--- src/rtl/ps2_host_pkg.sv ---
package ps2_host_pkg;

   localparam int ADDR_W     = 3;
   localparam int FRAME_BITS = 11;

   typedef enum logic [ADDR_W-1:0] {
      REG_CTRL  = 3'd0,
      REG_PRESC = 3'd1,
      REG_RXD   = 3'd2,
      REG_TXD   = 3'd3,
      REG_STAT  = 3'd4
   } reg_addr_e;

   typedef enum logic [1:0] {
      TX_IDLE  = 2'd0,
      TX_REQ   = 2'd1,
      TX_SHIFT = 2'd2
   } tx_state_e;

   function automatic logic odd_par(input logic [7:0] d);
      return ~(^d);
   endfunction

endpackage

--- src/rtl/ps2_host_sync.sv ---
module ps2_host_sync #(
   parameter int STAGES = 2,
   parameter int W      = 2
) (
   input  logic         clk,
   input  logic         rst_n,
   input  logic [W-1:0] d,
   output logic [W-1:0] q
);
   logic [STAGES-1:0][W-1:0] st;

   initial begin
      assert (STAGES >= 2) else $error("sync needs at least two stages");
   end

   always_ff @(posedge clk or negedge rst_n) begin
      if (!rst_n) st <= '1;
      else        st <= {st[STAGES-2:0], d};
   end

   assign q = st[STAGES-1];
endmodule

--- src/rtl/ps2_host_rx.sv ---
module ps2_host_rx #(
   parameter int WDOG_LIM = 200000
) (
   input  logic       clk,
   input  logic       rst_n,
   input  logic       en,
   input  logic       abort,
   input  logic       hold,
   input  logic       fall,
   input  logic       dat,
   output logic       busy,
   output logic       done,
   output logic [7:0] byte_o,
   output logic       perr
);
   localparam int WD_W = $clog2(WDOG_LIM + 1);

   logic [3:0]      idx;
   logic [7:0]      sh;
   logic            par;
   logic [WD_W-1:0] wd;

   always_ff @(posedge clk or negedge rst_n) begin
      if (!rst_n) begin
         idx    <= '0;
         sh     <= '0;
         par    <= 1'b0;
         wd     <= '0;
         done   <= 1'b0;
         byte_o <= '0;
         perr   <= 1'b0;
      end else begin
         done <= 1'b0;
         if (!en || abort || hold) begin
            idx <= '0;
            wd  <= '0;
         end else if (fall) begin
            wd <= '0;
            if (idx == 4'd0) begin
               if (!dat) idx <= 4'd1;
            end else if (idx <= 4'd8) begin
               sh  <= {dat, sh[7:1]};
               idx <= idx + 4'd1;
            end else if (idx == 4'd9) begin
               par <= dat;
               idx <= 4'd10;
            end else begin
               done   <= 1'b1;
               byte_o <= sh;
               perr   <= ((^{sh, par}) == 1'b0);
               idx    <= '0;
            end
         end else if (idx != 4'd0) begin
            if (wd == WD_W'(WDOG_LIM)) begin
               idx <= '0;
               wd  <= '0;
            end else begin
               wd <= wd + 1'b1;
            end
         end
      end
   end

   assign busy = (idx != 4'd0);

   a_r5_disabled_idle: assert property (@(posedge clk) disable iff (!rst_n)
      !en |=> !busy);
   a_r11_wdog_bound: assert property (@(posedge clk) disable iff (!rst_n)
      busy |-> (wd <= WD_W'(WDOG_LIM)));
endmodule

--- src/rtl/ps2_host_tx.sv ---
module ps2_host_tx
   import ps2_host_pkg::*;
#(
   parameter int PRESC_W  = 16,
   parameter int WDOG_LIM = 200000,
   parameter int SETTLE   = 4
) (
   input  logic               clk,
   input  logic               rst_n,
   input  logic               start,
   input  logic [7:0]         data,
   input  logic [PRESC_W-1:0] presc,
   input  logic               fall,
   output logic               busy,
   output logic               clk_oe,
   output logic               dat_oe
);
   localparam int WD_W = $clog2(WDOG_LIM + 1);

   tx_state_e          state;
   logic [PRESC_W-1:0] cnt;
   logic [3:0]         idx;
   logic [8:0]         sh;
   logic [WD_W-1:0]    wd;
   logic               dat_oe_r;
   logic               fall_ok;

   assign fall_ok = fall && !(idx == 4'd0 && wd < WD_W'(SETTLE));

   always_ff @(posedge clk or negedge rst_n) begin
      if (!rst_n) begin
         state    <= TX_IDLE;
         cnt      <= '0;
         idx      <= '0;
         sh       <= '0;
         wd       <= '0;
         dat_oe_r <= 1'b0;
      end else begin
         case (state)
            TX_IDLE: begin
               dat_oe_r <= 1'b0;
               if (start) begin
                  state <= TX_REQ;
                  cnt   <= '0;
                  sh    <= {odd_par(data), data};
               end
            end
            TX_REQ: begin
               if (({1'b0, cnt} + 1'b1) >= {1'b0, presc}) begin
                  state    <= TX_SHIFT;
                  idx      <= '0;
                  wd       <= '0;
                  dat_oe_r <= 1'b1;
               end else begin
                  cnt <= cnt + 1'b1;
               end
            end
            TX_SHIFT: begin
               if (fall_ok) begin
                  wd  <= '0;
                  idx <= idx + 4'd1;
                  if (idx <= 4'd8) begin
                     dat_oe_r <= ~sh[0];
                     sh       <= {1'b0, sh[8:1]};
                  end else if (idx == 4'd9) begin
                     dat_oe_r <= 1'b0;
                  end else begin
                     state    <= TX_IDLE;
                     dat_oe_r <= 1'b0;
                  end
               end else if (wd == WD_W'(WDOG_LIM)) begin
                  state    <= TX_IDLE;
                  dat_oe_r <= 1'b0;
               end else begin
                  wd <= wd + 1'b1;
               end
            end
            default: state <= TX_IDLE;
         endcase
      end
   end

   assign busy   = (state != TX_IDLE);
   assign clk_oe = (state == TX_REQ);
   assign dat_oe = dat_oe_r;

   a_r4_start_on_release: assert property (@(posedge clk) disable iff (!rst_n)
      $fell(clk_oe) |-> dat_oe);
   a_r3_req_from_idle: assert property (@(posedge clk) disable iff (!rst_n)
      $rose(clk_oe) |-> !dat_oe);
endmodule

--- src/rtl/ps2_host_port.sv ---
module ps2_host_port
   import ps2_host_pkg::*;
#(
   parameter int PRESC_W     = 16,
   parameter int REG_W       = 16,
   parameter int SYNC_STAGES = 2,
   parameter int WDOG_LIM    = 200000
) (
   input  logic             clk,
   input  logic             rst_n,
   input  logic             reg_wr,
   input  logic             reg_rd,
   input  logic [2:0]       reg_addr,
   input  logic [REG_W-1:0] reg_wdata,
   output logic [REG_W-1:0] reg_rdata,
   input  logic             ps2_clk_in,
   input  logic             ps2_dat_in,
   output logic             ps2_clk_oe,
   output logic             ps2_dat_oe
);
   localparam int SETTLE = SYNC_STAGES + 2;

   initial begin
      assert (REG_W >= PRESC_W && REG_W >= 8) else $error("register width too small");
      assert (PRESC_W >= 2) else $error("prescale width too small");
   end

   logic               rxen, txen;
   logic [PRESC_W-1:0] presc;
   logic [7:0]         rhr, thr;
   logic               rdy, perr_f, ovr_f;
   logic               s_clk, s_dat, clk_q, fall;
   logic               rx_busy, rx_done, rx_perr;
   logic [7:0]         rx_byte;
   logic               tx_busy, tx_start;
   logic               rd_rhr, rd_st;

   ps2_host_sync #(.STAGES(SYNC_STAGES), .W(2)) sync_i (
      .clk(clk), .rst_n(rst_n),
      .d({ps2_clk_in, ps2_dat_in}), .q({s_clk, s_dat}));

   always_ff @(posedge clk or negedge rst_n) begin
      if (!rst_n) clk_q <= 1'b1;
      else        clk_q <= s_clk;
   end
   assign fall = clk_q & ~s_clk;

   assign tx_start = reg_wr && (reg_addr == REG_TXD) && txen && !tx_busy;
   assign rd_rhr   = reg_rd && (reg_addr == REG_RXD);
   assign rd_st    = reg_rd && (reg_addr == REG_STAT);

   ps2_host_rx #(.WDOG_LIM(WDOG_LIM)) rx_i (
      .clk(clk), .rst_n(rst_n), .en(rxen), .abort(tx_start), .hold(tx_busy),
      .fall(fall), .dat(s_dat), .busy(rx_busy), .done(rx_done),
      .byte_o(rx_byte), .perr(rx_perr));

   ps2_host_tx #(.PRESC_W(PRESC_W), .WDOG_LIM(WDOG_LIM), .SETTLE(SETTLE)) tx_i (
      .clk(clk), .rst_n(rst_n), .start(tx_start), .data(thr), .presc(presc),
      .fall(fall), .busy(tx_busy), .clk_oe(ps2_clk_oe), .dat_oe(ps2_dat_oe));

   assign thr = reg_wdata[7:0];

   always_ff @(posedge clk or negedge rst_n) begin
      if (!rst_n) begin
         rxen   <= 1'b0;
         txen   <= 1'b0;
         presc  <= '0;
         rhr    <= '0;
         rdy    <= 1'b0;
         perr_f <= 1'b0;
         ovr_f  <= 1'b0;
      end else begin
         if (reg_wr && reg_addr == REG_CTRL) begin
            rxen <= reg_wdata[0];
            txen <= reg_wdata[1];
         end
         if (reg_wr && reg_addr == REG_PRESC) presc <= reg_wdata[PRESC_W-1:0];
         if (rd_rhr) rdy <= 1'b0;
         if (rd_st) begin
            perr_f <= 1'b0;
            ovr_f  <= 1'b0;
         end
         if (rx_done) begin
            rhr <= rx_byte;
            rdy <= 1'b1;
            if (rdy && !rd_rhr) ovr_f <= 1'b1;
            if (rx_perr) perr_f <= 1'b1;
         end
      end
   end

   always_comb begin
      case (reg_addr)
         REG_CTRL:  reg_rdata = REG_W'({txen, rxen});
         REG_PRESC: reg_rdata = REG_W'(presc);
         REG_RXD:   reg_rdata = REG_W'(rhr);
         REG_STAT:  reg_rdata = REG_W'({ovr_f, perr_f, rdy});
         default:   reg_rdata = '0;
      endcase
   end

   a_r2_ready_on_done: assert property (@(posedge clk) disable iff (!rst_n)
      rx_done |=> rdy);
   a_r7_overrun_set: assert property (@(posedge clk) disable iff (!rst_n)
      (rx_done && rdy && !rd_rhr) |=> ovr_f);
   a_r10_abort_rx: assert property (@(posedge clk) disable iff (!rst_n)
      tx_start |=> !rx_busy);
   a_r9_tx_off_quiet: assert property (@(posedge clk) disable iff (!rst_n)
      (!txen && !tx_busy) |=> !ps2_clk_oe);
endmodule

--- config.mk ---
export PLATFORM = sky130hd
export DESIGN_NAME = ps2_host_port
export DESIGN_NICKNAME = d
export VERILOG_FILES = /design/src/rtl/ps2_host_pkg.sv /design/src/rtl/ps2_host_sync.sv /design/src/rtl/ps2_host_rx.sv /design/src/rtl/ps2_host_tx.sv /design/src/rtl/ps2_host_port.sv
export SDC_FILE = /design/constraint.sdc
export NUM_CORES = 1
export LEC_CHECK = 0
export BUFFER_PORTS_ARGS = -buffer_cell sky130_fd_sc_hd__buf_2
export CAP_MARGIN = 30
export CELL_PAD_IN_SITES_DETAIL_PLACEMENT = 1
export CELL_PAD_IN_SITES_GLOBAL_PLACEMENT = 2
export CORE_ASPECT_RATIO = 0.8
export CORE_MARGIN = 2
export CORE_UTILIZATION = 40
export CTS_BUF_LIST = sky130_fd_sc_hd__clkbuf_8
export DETAILED_ROUTE_END_ITERATION = 12
export PLACE_DENSITY = 0.8
export SYNTH_ARGS = -nofsm -noshare
export SYNTH_HDL_FRONTEND = slang
export SYNTH_HIERARCHICAL = 1
export SYNTH_SLANG_ARGS = --single-unit
--- constraint.sdc ---
create_clock -name clk -period 4.1 [get_ports clk]
set_input_delay 0.82 -clock clk [delete_from_list [all_inputs] [get_ports clk]]
set_output_delay 0.82 -clock clk [all_outputs]
set_load 0.02 [all_outputs]
==> results of run 1 <==
flip-flops by register name, summed over array words and instances, names as in the netlist, 8 cells and up:
name / flops
rx_i/sh: 8
rx_i/wd: 18
presc: 16
rhr: 8
tx_i/sh: 9
tx_i/cnt: 16
tx_i/wd: 18
rx_i/byte_o: 8
path summary, 6_finish.rpt:
kind,startpoint,to,slack (ns),depth (start not counted)
setup / recovery,tx_i/cnt[0]$_DFFE_PN0P_,tx_i/state[1]$_DFFE_PN0P_,0.40,13
hold / removal,sync_i/st[1]$_DFF_PN1_,sync_i/q[1]$_DFF_PN1_,0.36,0
setup reg to reg,tx_i/cnt[0]$_DFFE_PN0P_,tx_i/state[1]$_DFFE_PN0P_,0.40,13
hold reg to reg,sync_i/st[1]$_DFF_PN1_,sync_i/q[1]$_DFF_PN1_,0.36,0
max in group asynchronous,rst_n,rx_i/byte_o[4]$_DFFE_PN0P_,2.87,2
min in group asynchronous,rst_n,tx_i/wd[13]$_DFFE_PN0P_,0.37,1
layout by cell type, fill, tap and decap left out, types with 8 or more instances in the layout:
master / n
clkbuf_8: 17
buf_4: 17
nand2b_1: 8
o31ai_1: 12
and3_1: 18
inv_1: 41
nor2_1: 59
and4_1: 9
nand3_1: 31
nand4_1: 17
mux2_2: 29
xnor2_1: 32
mux2i_1: 23
o21ai_0: 40
buf_2: 41
ha_1: 31
a21oi_1: 23
dfrtp_1: 120
xor2_1: 13
nand2_1: 82
a22oi_1: 15
mux2_4: 10
power by group:
group	switching (mW)	leakage (nW)	internal, mW
logic	1.12	1.96	0.770
clock network	0.600	0.201	0.514
registers	0.220	1.63	1.43
logic make-up (layout without fill, tap and decap cells):
group	count (synthesis)	in the layout	share of synthesized area, %
AO/OA/AOI/OAI	141	141	13.1
XOR/XNOR	45	45	5.29
adder cells (fa/ha/maj)	31	31	5.20
buffers and inverters	77	136	4.94
flip-flops	125	125	42.1
multiplexers	63	63	9.64
AND/OR/NAND/NOR	278	278	19.8
layout make-up:
cell class | count | area share (%)
clock buffer | 17 | 2.80
clock inverter | 15 | 2.04
inverter | 44 | 2.01
multi-input combinational | 558 | 47.4
sequential | 125 | 37.5
tap | 253 | 3.79
timing repair buffer | 60 | 4.46
what timing repair did:
action / 4_1_cts / 5_1_grt
buffers inserted: 0 / 4
hold endpoints to repair: 0 / 0
setup endpoints to repair: 0 / 9
resized for setup: 0 / 1
routing by layer:
layer | wire, um | track usage [%]
met4 | 195 | 5.67
met3 | 435 | 3.41
met2 | 8870 | 32.1
met1 | 9330 | 28.0
met5 | 0 | 0
==> metrics, run 1 <==
Setup Skew=0.0136 ns; status=finished clean; DRT Pass-1 Iters=5; crit-path leading delay family=simple AND/OR/NAND/NOR gates; Hold Slack=0.359 ns; DR DRC count=0; setup ws final=0.397 ns; Die ar.=19700 um^2; post-DP HPWL=13600 um; CP max FO=7; Layout Utilization=45.8%; TritonCTS buffer count=17; register area=3130 um^2; Pwr Density=557 nW/um^2; Buffers on Ports=42; area of the multi-input gates=3960 um^2; slowest cell delay on critical path=0.47 ns; share of cells above drive strength 1=19.8%; Hold Vio Cnt, Final=0; worst skew pair latency=0.45 ns; Mapped Area=7450 um^2; Worst Path Required=4.43 ns; critical path launch point type=register; Worst IR Drop VDD=0.264 mV; fin crit share=90.3%; # diodes=0; EDFF count, synth=0; area grow syn2layout=12.1%; largest net degree at the start of global routing=82; ys async rst share=100%; post-synth cell types=83; top post-synthesis cells by area=dfrtp_1 (40%), ha_1 (5.2%), mux2_2 (4.4%); WL/cell=17.6 um; Placed Cells incl. Taps=1036; core area=18200 um^2; flops & latches, synth=125; Cells after Synth=760; site row count=44; Starting Density=40.9%; fmax=270 MHz; Slowest cell on crit path=dfrtp_1; post-route cell area=8350 um^2; Mean Syn Cell Area=9.81 um^2; setup slack at placement=0.332 ns; MaxCap Viol Count=0; Clock Path Buffers=2; power after layout=4.66 mW; initial antenna violation count=0; clk sinks=125; Placement Cell Area=7920 um^2; total track usage=20.0%; Yosys warnings=6; RSZ-0062 raised after global routing=no; Total Wirelength=18800 um; Arr. time, crit path=4.03 ns; Worst Setup End Kind=register; Pleak=3.79 nW; CP Buf/Inv Count=1; IO Pins=43; Slew headroom=36.3%; Die H=126 um; Slew Limit Fails=0; Synth area leader=dfrtp_1; gr ovfl total=0; hold_buf cts=0; CP Class=register to register; Final min period=3.70 ns; Syn Nets=816; root buf cell=clkbuf_8; number of global-route vias before repair=6087; non-filler cells, final=1072; Final #Nets=862; Initial DRC Count=264; Least-Margin Pin Slew=0.952 ns; GP Congestion=0.846; count leader, synth=dfrtp_1; Main synth FF type=dfrtp_1; fill count=2074; Vias per Instance=5.42; antenna viol nets, final=0; global-route wire length before repair=31600 um; setup TNS=0 ns; most instantiated cells after synthesis=dfrtp_1 (120), nand2_1 (82), nor2_1 (59), inv_1 (41), o21ai_0 (40); deepest level of the CTS H-tree=4; DR vias=5807; worst path cell trace=ha_1 -> and4_1 -> nand4_1 -> xnor2_1 -> ha_1 -> nand4_1 -> nor4_1 -> o2111ai_1 -> o211ai_4 -> buf_4 -> o21ai_2 -> a311oi_2 -> mux2_1; sequential element share of the synthesized area=42.1%; final setup fails=0; clock slew at reported path FFs=0.09 ns; CTS tree=yes; Hold Crit Class=register to register; Die X=157 um; Synth top area share=40.3%
Note: power is estimated with default switching activity, not from simulation.
==> inputs of run 2 (changes only) <==
- RECOVER_POWER: unset -> 25
==> metrics, run 2 (synthesis results as in run 1) <==
status=finished, violations left; violated checks=capacitance limit, slew limit; Worst Path Required=4.43 ns (about the same); Least-Margin Pin Slew=2.43 ns (+1.47 ns); critical path launch point type=register; Slowest cell on crit path=dfrtp_1; Pwr Density=559 nW/um^2 (+0.27%); commonest non-fill, non-tap cell in the layout=dfrtp_1; sw frac=41.8% (+0.078 points); Hold Crit Class=register to register; root buf cell=clkbuf_8; Slew Limit Fails=46 (+46); clock slew at reported path FFs=0.08 ns (about the same); CP max FO=7 (unchanged); Die X=157 um (unchanged); cell internal pwr=2.71 mW (about the same); largest registers=rx_i/wd (18), tx_i/wd (18); initial antenna violation count=0 (unchanged); crit-path leading delay family=simple AND/OR/NAND/NOR gates; clk sinks=125 (unchanged); MaxCap Viol Count=1 (+1); site row count=44 (unchanged); Gate power share=40.6% (about the same); Worst IR Drop VDD=0.265 mV (+0.45%); DRT Pass-1 Iters=4 (-1); Final min period=3.70 ns (-0.00507 ns); Starting Density=40.9% (unchanged); Die H=126 um (unchanged); RSZ-0062 raised after global routing=no; gr ovfl total=0 (unchanged); worst skew pair latency=0.45 ns (about the same); deepest level of the CTS H-tree=4 (unchanged); Final #Nets=862 (unchanged); WL/cell=17.6 um (+0.10%); Setup Skew=0.0134 ns (-0.000198 ns); Clock Path Buffers=2 (unchanged); fin crit share=90.2% (-0.12 points); Die ar.=19700 um^2 (unchanged); core area=18200 um^2 (unchanged); min-delay src=sync_i/st[0]$_DFF_PN1_; worst path cell trace=ha_1 -> and4_1 -> nand4_1 -> xnor2_1 -> ha_1 -> nand4_1 -> nor4_1 -> o2111ai_1 -> o211ai_4 -> buf_4 -> o21ai_2 -> a311oi_2 -> mux2_1; global-route wire length before repair=31600 um (unchanged); Pleak=3.78 nW (-0.30%); register area=3130 um^2 (unchanged); final setup fails=0 (unchanged); non-filler cells, final=1072 (unchanged); Total Wirelength=18800 um (+0.10%); TritonCTS buffer count=17 (unchanged); antenna viol nets, final=0 (unchanged); GP Congestion=0.846 (unchanged); DR vias=5816 (+0.15%); CP startpoint=tx_i/cnt[0]$_DFFE_PN0P_; power after layout=4.66 mW (about the same); CP Buf/Inv Count=1 (unchanged); largest net degree at the start of global routing=82 (unchanged); Arr. time, crit path=4.03 ns (about the same); Hold Vio Cnt, Final=0 (unchanged); IO Pins=43 (unchanged); Clk pwr share=24.0% (about the same); Initial DRC Count=281 (+6.4%); total track usage=20.0% (unchanged); Placement Cell Area=7920 um^2 (unchanged); sequential group share of total power=35.4% (about the same); CP Class=register to register; DR DRC count=0 (unchanged); # diodes=0 (unchanged); post-DP HPWL=13600 um (unchanged); fill count=2079 (+0.24%); Placed Cells incl. Taps=1036 (unchanged); Buffers on Ports=42 (unchanged); Reg2Reg Depth=13 (unchanged); number of global-route vias before repair=6087 (unchanged); Net Switching=1.95 mW (+0.23%); most frequent cells in the layout=dfrtp_1 (120), nand2_1 (82), nor2_1 (59), inv_1 (41); fmax=270 MHz (+0.14%); post-route cell area=8330 um^2 (-0.22%); slowest cell delay on critical path=0.48 ns (about the same); Critical R2R Launch=tx_i/cnt[0]$_DFFE_PN0P_; WHS Path Cells=0 (unchanged); area grow syn2layout=11.8%; Slew headroom=-61.7% (-98 points); CTS tree=yes; Worst Setup End Kind=register; share of cells above drive strength 1=19.3% (-0.49 points); area of the multi-input gates=3960 um^2 (about the same); Vias per Instance=5.43 (+0.15%); setup TNS=0 ns (unchanged); CP Depth=13 (unchanged)
==> run 2: cell count changes in the layout (fill, tap and decap cells not counted), sizes merged <==
cell / before / now
buf: 60 / 57
clkbuf: 17 / 20
==> run 2: worst register-to-register path, cell delays in order, from the launching register on <==
cell and delay [ns]:
dfrtp_1 0.48, ha_1 0.26, and4_1 0.30, nand4_1 0.21
xnor2_1 0.21, ha_1 0.31, nand4_1 0.11, nor4_1 0.32
o2111ai_1 0.24, o211ai_4 0.17, buf_4 0.23, o21ai_2 0.10
a311oi_2 0.30, mux2_1 0.35
==> run 2: power by group through the flow <==
| stage | clock [mW] | combinational, mW | sequential (mW) |
|---|---|---|---|
| finish | 1.12 | 1.89 | 1.65 |
| global route | 1.21 | 2.11 | 1.68 |
| CTS | 1.17 | 1.88 | 1.64 |
| detailed placement | 0 | 1.87 | 1.67 |
| global placement | 0 | 1.77 | 1.65 |
| floorplan | 0 | 1.39 | 1.58 |
==> run 2: layout make-up <==
cell class	instances	area share (%)
clock inverter	15	2.04
sequential	125	37.6
inverter	44	2.01
multi-input combinational	558	47.5
clock buffer	17	2.81
tap	253	3.80
timing repair buffer	60	4.26
==> run 2: through the flow <==
stage / worst slack, ns / util [%] / hold slack (ns)
2_1_floorplan: 0.911 / - / 0.345
3_3_place_gp: 0.484 / 43.4 / 0.346
3_5_place_dp: 0.332 / 43.4 / 0.347
4_1_cts: 0.320 / 45.7 / 0.353
5_1_grt: 0.0972 / 45.7 / 0.369
6_report: 0.402 / 45.7 / 0.362
==> run 2: what timing repair did <==
action,4_1_cts,5_1_grt
gates resized for setup,0,1
hold buffers,0,0
endpoints found under the setup margin,0,9
setup buffers,0,4
==> run 2: metal layers <==
metal	vias to the layer above	global-route usage, %	part of all wire, %
met2	54	32.1	47
met5	-	0	0
li1	2805	-	-
met3	16	3.41	2.8
met1	2941	28.0	49
met4	0	5.67	1.1
==> run 2: path summary, 6_finish.rpt <==
check                                              to  slack [ns]
setup / recovery            tx_i/state[1]$_DFFE_PN0P_        0.40
hold / removal                  sync_i/q[0]$_DFF_PN1_        0.36
setup reg to reg            tx_i/state[1]$_DFFE_PN0P_        0.40
hold reg to reg                 sync_i/q[0]$_DFF_PN1_        0.36
max in group asynchronous  rx_i/byte_o[4]$_DFFE_PN0P_        0.66
min in group asynchronous     tx_i/wd[13]$_DFFE_PN0P_        1.10
==> inputs of run 3 (changes only) <==
- ABC_AREA: unset -> 1
- CORE_UTILIZATION: 40 -> 37
- PLACE_DENSITY: 0.8 -> 0.82
==> metrics, run 3 <==
status=finished, violations left; violated checks=DRC, capacitance limit, slew limit; CP Buf/Inv Count=1 (unchanged); Critical R2R Launch=tx_i/cnt[0]$_DFFE_PN0P_; IO Pins=43 (unchanged); complex-gate fraction of the synthesized area=6.87% (-6.2 points); total track usage=19.9% (-0.10 points); site row count=47 (+6.8%); critical path launch point type=register; CP max FO=30 (+23); final setup fails=0 (unchanged); initial antenna violation count=0 (unchanged); Setup Skew=0.0215 ns (+0.00814 ns); # diodes=0 (unchanged); flops & latches, synth=125 (unchanged); post-CTS sizing=0 (unchanged); setup TNS=0 ns (unchanged); Hold Vio Cnt, Final=0 (unchanged); most frequent cells in the layout=nand2_1 (323), inv_1 (137), dfrtp_1 (120), nor2_1 (101), nand3_1 (90); core area=20800 um^2 (+14%); fmax=295 MHz (+8.9%); MaxCap Viol Count=1 (unchanged); top post-synthesis cells by area=dfrtp_1 (38%), nand2_1 (15%), inv_1 (6.5%); worst skew pair latency=0.47 ns (+0.02 ns); setup ws final=0.706 ns (+0.304 ns); setup slack at placement=0.724 ns (+0.391 ns); post-synth cell types=48 (-42%); GP Congestion=0.813 (-3.9%); EDFF count, synth=0 (unchanged); Starting Density=37.9% (-3.0 points); largest registers=rx_i/wd (18), tx_i/wd (18); worst path cell trace=ha_1 -> nand2_1 -> nor2_4 -> nand4_2 -> nor2_1 -> nand2_1 -> xor2_1 -> inv_1 -> ha_1 -> nand2_1 -> nor2_1 -> nand2_1 -> o21bai_1 -> nor2_1 -> nand2_1 -> nand2_1 -> nand2_4 -> nand2_4 -> nand2_4 -> nand2_1 -> nand2_1; slowest cell delay on critical path=0.43 ns (-0.05 ns); ys async rst share=100% (unchanged); Cells after Synth=1059 (+39%); Hold Crit Class=register to register; Hold Slack=0.360 ns (-0.00207 ns); DRT Pass-1 Iters=9 (+5); count leader, synth=nand2_1; deepest level of the CTS H-tree=4 (unchanged); Die ar.=22500 um^2 (+14%); crit-path leading delay family=simple AND/OR/NAND/NOR gates; Die H=135 um (+6.8%); Worst IR Drop VDD=0.263 mV (-1.1%); gr ovfl total=0 (unchanged); Final min period=3.39 ns (-0.304 ns); Mean Syn Cell Area=7.45 um^2 (-24%); Buffers on Ports=42 (unchanged); simple-gate share of the synthesized area=34.8% (+15 points); most instantiated cells after synthesis=nand2_1 (323), inv_1 (137), dfrtp_1 (120), nor2_1 (101), nand3_1 (90); xor/xnor share of the synthesized area=3.77% (-1.5 points); FF-to-FF End=tx_i/cnt[6]$_DFFE_PN0P_; number of global-route vias before repair=7047 (+16%); CP most frequent cell=nand2_1; Final #Nets=1155 (+34%); Total Wirelength=20800 um (+10%); Die X=167 um (+6.8%); Worst Path Required=4.50 ns (+0.07 ns); Pleak=4.37 nW (+16%); mux contribution to synthesized area=0% (-9.6 points); Worst Setup End Kind=register; Main synth FF type=dfrtp_1; Least-Margin Pin Slew=2.00 ns (-0.424 ns); Yosys warnings=6 (unchanged); Mapped Area=7890 um^2 (+5.9%); Pwr Density=428 nW/um^2 (-23%); Clock Path Buffers=2 (unchanged); RSZ-0062 raised after global routing=no; clk sinks=125 (unchanged); WHS Endpoint=sync_i/q[1]$_DFF_PN1_; area grow syn2layout=9.82%; post-DP HPWL=15300 um (+12%); root buf cell=clkbuf_8; hold_buf cts=0 (unchanged); Synth area leader=dfrtp_1; largest net degree at the start of global routing=77 (-6.1%); adder-cell area share of the yosys netlist=4.92% (-0.29 points); DR vias=6674 (+15%); Slew Limit Fails=77 (+67%); TritonCTS buffer count=17 (unchanged); global-route wire length before repair=36000 um (+14%); share of cells above drive strength 1=14.7% (-4.6 points); fin crit share=82.8% (-7.4 points); CTS tree=yes; min-delay src=sync_i/st[1]$_DFF_PN1_; CP startpoint=tx_i/cnt[0]$_DFFE_PN0P_; commonest non-fill, non-tap cell in the layout=nand2_1; WL/cell=15.0 um (-14%); Syn Nets=1115 (+37%); Vias per Instance=4.83 (-11%); post-CTS setup buffers=0 (unchanged); WHS Path Cells=0 (unchanged); Initial DRC Count=335 (+19%); clock slew at reported path FFs=0.09 ns (about the same); Slew headroom=-33.4% (+28 points); Synth top area share=38.1% (-2.2 points); r2r setup slk=0.71 ns (+0.30 ns); sequential element share of the synthesized area=39.7% (-2.3 points); Reg2Reg Depth=21 (+8); antenna viol nets, final=0 (unchanged); Arr. time, crit path=3.80 ns (-0.23 ns); largest family of logic cells by synthesized area=simple AND/OR/NAND/NOR gates; CP Class=register to register; DR DRC count=7 (+7); Slowest cell on crit path=dfrtp_1
run 3: cell count changes in the layout (fill, tap and decap cells not counted), sizes merged, moves of 9 or more:
| cell | delta |
|---|---|
| mux2 | -40 |
| nand3 | +62 |
| mux2i | -23 |
| xnor2 | -15 |
| o21ai | +17 |
| and4 | -9 |
| nor3 | +15 |
| nor2 | +59 |
| a22oi | -15 |
| o31ai | -12 |
| buf | -11 |
| and3 | -16 |
| nand2 | +252 |
| inv | +105 |
run 3: per-layer routing:
layer | vias to the layer above | wire [um] | global-route usage, %
met3 | 17 | 599 | 3.63
met4 | 0 | 191 | 4.35
met1 | 3183 | 11100 | 29.0
met2 | 70 | 8880 | 31.1
met5 | - | 0 | 0
li1 | 3404 | - | -
run 3: cell type report:
type	instances	area, um^2
multi-input combinational	755	3980
clock buffer	17	234
inverter	153	582
clock inverter	15	154
sequential	125	3130
tap	269	337
timing repair buffer	47	248
fill	2642	12200
run 3: stage by stage:
stage / cells / utilization (%) / instance area (um^2) / power [mW]
2_1_floorplan: 1059 / - / 7890 / 2.36
3_3_place_gp: 1349 / 39.8 / 8280 / 2.62
3_5_place_dp: 1349 / 39.8 / 8280 / 2.64
4_1_cts: 1381 / 41.6 / 8670 / 3.78
5_1_grt: 1381 / 41.6 / 8660 / 3.98
6_report: 1381 / 41.6 / 8660 / 3.71
run 3: worst max path at each step:
stage | end | cells past startpoint
after global placement | tx_i/cnt[0]$_DFFE_PN0P_ | 21
after CTS | tx_i/cnt[5]$_DFFE_PN0P_ | 21
final | tx_i/cnt[6]$_DFFE_PN0P_ | 21
after floorplan | tx_i/idx[0]$_DFFE_PN0P_ | 21
after global routing | tx_i/cnt[5]$_DFFE_PN0P_ | 21
after detailed placement | tx_i/cnt[12]$_DFFE_PN0P_ | 21
run 3: cells by family after synthesis:
kind of cell	count (synthesis)
buf+inv	179
simple gates	605
compound gates	85
flops	125
fa+ha+maj	31
xor+xnor	34
run 3: report_power, final:
| part | internal, mW | switching (mW) | leakage, nW |
|---|---|---|---|
| Sequential | 1.35 | 0.0832 | 1.67 |
| Clock | 0.498 | 0.606 | 0.182 |
| Combinational | 0.310 | 0.859 | 2.52 |
